### config.mk
export PLATFORM = sky130hd
export DESIGN_NAME = sclk_gated_div
export DESIGN_NICKNAME = d
export VERILOG_FILES = /design/src/rtl/sclk_pkg.sv /design/src/rtl/sclk_gate_ctrl.sv /design/src/rtl/sclk_div_core.sv /design/src/rtl/sclk_status.sv /design/src/rtl/sclk_gated_div.sv
export SDC_FILE = /design/constraint.sdc
export NUM_CORES = 1
export LEC_CHECK = 0
export BUFFER_PORTS_ARGS = -buffer_cell sky130_fd_sc_hd__buf_2
export CAP_MARGIN = 20
export CORE_AREA = 2 2 44 46
export CTS_BUF_LIST = sky130_fd_sc_hd__clkbuf_4 sky130_fd_sc_hd__clkbuf_8 sky130_fd_sc_hd__clkbuf_16
export CTS_CLUSTER_DIAMETER = 30
export DETAILED_ROUTE_END_ITERATION = 7
export DIE_AREA = 0 0 46 48
export RECOVER_POWER = 25
export SETUP_SLACK_MARGIN = 0.1
export SLEW_MARGIN = 15
export SYNTH_ARGS = -nofsm -noshare
export SYNTH_HDL_FRONTEND = slang
export SYNTH_HIERARCHICAL = 1
export SYNTH_SLANG_ARGS = --single-unit
### constraint.sdc
create_clock -name clk -period 5.8 [get_ports clk]
set_input_delay 0.29 -clock clk [delete_from_list [all_inputs] [get_ports clk]]
set_output_delay 0.29 -clock clk [all_outputs]
set_load 0.01 [all_outputs]
### src/rtl/sclk_pkg.sv
package sclk_pkg;

  typedef enum logic {
    PH_DEG180 = 1'b0,
    PH_DEG90  = 1'b1
  } phase_e;

  // Serial period length in system cycles for a divider code.
  function automatic int unsigned ratio_of(input int unsigned code);
    return 32'd1 << code;
  endfunction

  // True in the final system cycle of a serial period.
  function automatic logic at_last(input int unsigned pos, input int unsigned code);
    return pos == (ratio_of(code) - 32'd1);
  endfunction

  // Level of the divided clock at a given position within its period.
  function automatic logic high_half(input int unsigned pos, input int unsigned code);
    if (ratio_of(code) == 32'd1) return 1'b1;
    return pos >= (ratio_of(code) >> 1);
  endfunction

endpackage

### src/rtl/sclk_gate_ctrl.sv
module sclk_gate_ctrl (
  input  logic clk,
  input  logic rst_n,
  input  logic en_any,
  input  logic eng_busy,
  input  logic period_end,
  output logic run,
  output logic stopped,
  output logic stop_fire
);

  // A stop may only land at the end of a period with the engine idle.
  assign stop_fire = run & ~en_any & ~eng_busy & period_end;

  always_ff @(posedge clk or negedge rst_n) begin
    if (!rst_n) begin
      run     <= 1'b0;
      stopped <= 1'b1;
    end else begin
      if (en_any)         run <= 1'b1;
      else if (stop_fire) run <= 1'b0;
      stopped <= ~run;
    end
  end

endmodule

### src/rtl/sclk_div_core.sv
module sclk_div_core #(
  parameter int DIVW = 2
) (
  input  logic            clk,
  input  logic            rst_n,
  input  logic            run,
  input  logic [DIVW-1:0] div_code,
  input  logic            phase_sel,
  output logic [DIVW-1:0] div_q,
  output logic            period_end,
  output logic            sck_lvl,
  output logic            sck_ce
);
  import sclk_pkg::*;

  localparam int CNTW = (1 << DIVW) - 1;

  logic [CNTW-1:0] cnt;
  phase_e          phase_q;
  logic            lvl_base;
  int unsigned     pos;
  int unsigned     code;

  assign pos  = 32'(cnt);
  assign code = 32'(div_q);

  always_ff @(posedge clk or negedge rst_n) begin
    if (!rst_n) begin
      cnt     <= '0;
      div_q   <= '0;
      phase_q <= PH_DEG180;
    end else if (!run) begin
      cnt     <= '0;
      div_q   <= div_code;
      phase_q <= phase_e'(phase_sel);
    end else if (period_end) begin
      cnt <= '0;
    end else begin
      cnt <= cnt + 1'b1;
    end
  end

  assign period_end = at_last(pos, code);
  assign lvl_base   = run & high_half(pos, code);
  assign sck_ce     = run & period_end;

  // The 90-degree arm is mapped onto the 180-degree timing.
  assign sck_lvl = (phase_q == PH_DEG90) ? lvl_base : lvl_base;

endmodule

### src/rtl/sclk_status.sv
module sclk_status (
  input  logic clk,
  input  logic rst_n,
  input  logic eng_busy,
  input  logic stopped,
  output logic eng_idle,
  output logic cfg_safe
);

  always_ff @(posedge clk or negedge rst_n) begin
    if (!rst_n) eng_idle <= 1'b1;
    else        eng_idle <= ~eng_busy;
  end

  assign cfg_safe = stopped & eng_idle;

endmodule

### src/rtl/sclk_gated_div.sv
module sclk_gated_div #(
  parameter int DIVW = 2
) (
  input  logic            clk,
  input  logic            rst_n,
  input  logic            clk_en,
  input  logic            boot_en,
  input  logic            phase_sel,
  input  logic [DIVW-1:0] div_code,
  input  logic            eng_busy,
  output logic            sck_lvl,
  output logic            sck_ce,
  output logic            clk_stopped,
  output logic            eng_idle,
  output logic            cfg_safe
);

  logic            en_any;
  logic            run;
  logic            stop_fire;
  logic            period_end;
  logic [DIVW-1:0] div_q;

  assign en_any = clk_en | boot_en;

  sclk_gate_ctrl u_ctrl (
    .clk        (clk),
    .rst_n      (rst_n),
    .en_any     (en_any),
    .eng_busy   (eng_busy),
    .period_end (period_end),
    .run        (run),
    .stopped    (clk_stopped),
    .stop_fire  (stop_fire)
  );

  sclk_div_core #(.DIVW(DIVW)) u_div (
    .clk        (clk),
    .rst_n      (rst_n),
    .run        (run),
    .div_code   (div_code),
    .phase_sel  (phase_sel),
    .div_q      (div_q),
    .period_end (period_end),
    .sck_lvl    (sck_lvl),
    .sck_ce     (sck_ce)
  );

  sclk_status u_stat (
    .clk      (clk),
    .rst_n    (rst_n),
    .eng_busy (eng_busy),
    .stopped  (clk_stopped),
    .eng_idle (eng_idle),
    .cfg_safe (cfg_safe)
  );

endmodule

==> flow_metrics.py <==
metrics = {
    "setup_path": {
        "critical_path_arrival_ps": 2240,
        "worstSetupPathType": "reg2out",
        "worstPathRequired_ps": 5510,
        "rr_worst_depth": 6,
        "path_max_fanout": 7,
        "crit_path_start_kind": "flip-flop",
        "end_kind": "primary output",
    },
    "detailed_routing": {
        "wl_per_cell_um": 9.44,
        "drt_pass1_iterations": 3,
        "drtIter0Drc": 1,
        "routed-via-count": 348,
        "ant_nets": 0,
        "vias_per_cell": 4.41,
        "drc_errors": 0,
        "drt_wl_total_um": 746,
    },
    "floorplanning": {
        "die_h_um": 48,
        "num_rows": 15,
        "core_area_mm2": 0.00169,
        "die_area_mm2": 0.00221,
        "start_util": 0.290,
        "die_x_um": 46,
        "ios": 13,
    },
    "final_layout": {
        "multi_input_area_um2": 256,
        "syn_to_final_growth_pct": 23.5,
        "fin_area_um2": 604,
        "final_util": 0.358,
        "post_route_cells_drive_above_1_share": 0.339,
        "fill_cells": 185,
        "antenna_cells": 0,
        "mostFrequentLayoutCells": "buf_2 (10), inv_1 (8), dfrtp_1 (6)",
        "nets": 76,
        "seq_area_um2": 203,
        "layout_commonest_cell": "buf_2",
    },
    "pwr": {
        "vdd_drop_max_mv": 0.187,
        "fin_total_pwr_uw": 339,
        "power_leakage_uw": 0.000318,
        "p_per_area_mw_per_mm2": 562,
    },
    "logic_synthesis": {
        "synthCells": 46,
        "syn_avg_cell_area_um2": 10.6,
        "yosys_warnings": 6,
        "synth_area_um2": 489,
        "synth_nets": 59,
    },
    "run": {
        "cap_violations": 0,
    },
    "min_path": {
        "hold_class": "in2reg",
        "worstHoldPathCells": 2,
    },
    "timing": {
        "fmax_mhz": 395,
        "hold_viol_final": 0,
        "fin_crit_ps": 2530,
        "setup_violations": 0,
        "tns_ps": 0,
        "slew_headroom": 0.685,
        "period_share": 0.436,
        "tightest_slew_ps": 473,
        "clock_skew_ps": 1.61,
        "rsz0062_at_grt": "false",
        "slew_viol_final": 0,
    },
    "global_routing": {
        "grt_pass1_wl_um": 1100,
        "grt_antenna_before_repair": 0,
        "gr-total-overflow": 0,
        "grt_use_total": 0.0736,
        "grt_pass1_vias": 266,
        "grt_max_degree": 9,
    },
    "cts": {
        "cts.sinks": 8,
        "numCtsBuffers": 3,
        "htree_levels": 1,
        "cts-root-buf": "clkbuf_4",
        "cts_buffer_depth": 2,
        "clock_latency_ps": 250,
        "cts_tree": "built",
        "path_clk_slew_ps": 50,
    },
    "outcome": {
        "outcome": "finished, final reports clean",
    },
    "placed_design": {
        "hpwlAfterDp_um": 612,
        "gp_congestion": 0.691,
        "placed_cell_area_um2": 566,
        "port_buffers": 11,
    },
}
==> critical path, stage by stage, from the launching register on <==
cell and delay, ps:
dfrtp_1 420, or2_4 280, ha_1 340, o22ai_1 120, a2111oi_4 510, and2_1 190
buf_2 120
==> area by class of cell <==
class,count,share of cell area
clock buffer,4,0.0497
sequential,8,0.335
tap,17,0.0352
inverter,8,0.0497
multi-input combinational,30,0.424
timing repair buffer,12,0.106
==> sequential cells by signal, indices dropped and copies added (netlist names) <==
register         count
u_stat/eng_idle      1
u_ctrl/run           1
u_div/div_q          2
u_ctrl/stopped       1
u_div/cnt            3
==> report_power, final <==
part | switching, uW | total, uW | internal [uW]
combinational | 93.3 | 186 | 92.9
sequential | 26.5 | 105 | 78.0
clock | 17.9 | 48.8 | 30.9
==> what timing repair did <==
| action | CTS | global route |
|---|---|---|
| hold buffers | 1 | 0 |
| resized for setup | 0 | 0 |
| hold endpoints to repair | 6 | 0 |
| setup buffers | 0 | 0 |
==> per-layer routing <==
layer | wire [um] | GRT usage | vias up
met5 | 0 | 0 | -
met1 | 348 | 0.100 | 159
met3 | 20 | 0.0453 | 0
met4 | 0 | 0.0171 | 0
li1 | - | - | 186
met2 | 377 | 0.0972 | 3
==> worst paths after layout <==
path / end / slack, ps / startpoint
worst max-delay path: sck_ce / 3270 / u_div/div_q[1]$_DFFE_PN0N_
min in group asynchronous: u_div/cnt[1]$_DFF_PN0_ / 480 / rst_n
worst min-delay path: u_stat/eng_idle$_DFF_PN1_ / 160 / eng_busy
worst min register to register: u_div/cnt[0]$_DFF_PN0_ / 470 / u_div/cnt[0]$_DFF_PN0_
max in group asynchronous: u_stat/eng_idle$_DFF_PN1_ / 5000 / rst_n
worst max register to register: u_ctrl/run$_DFFE_PN0P_ / 3770 / u_div/div_q[1]$_DFFE_PN0N_
==> stage by stage <==
stage / setup WS, ps / instances / hold slack, ps
global route: 3150 / 79 / 165
detailed placement: 3520 / 74 / 136
CTS: 3250 / 79 / 155
floorplan: 3710 / 46 / -5.59
global placement: 3530 / 74 / 139
finish: 3270 / 79 / 162
(Power assumes the default switching activity.)
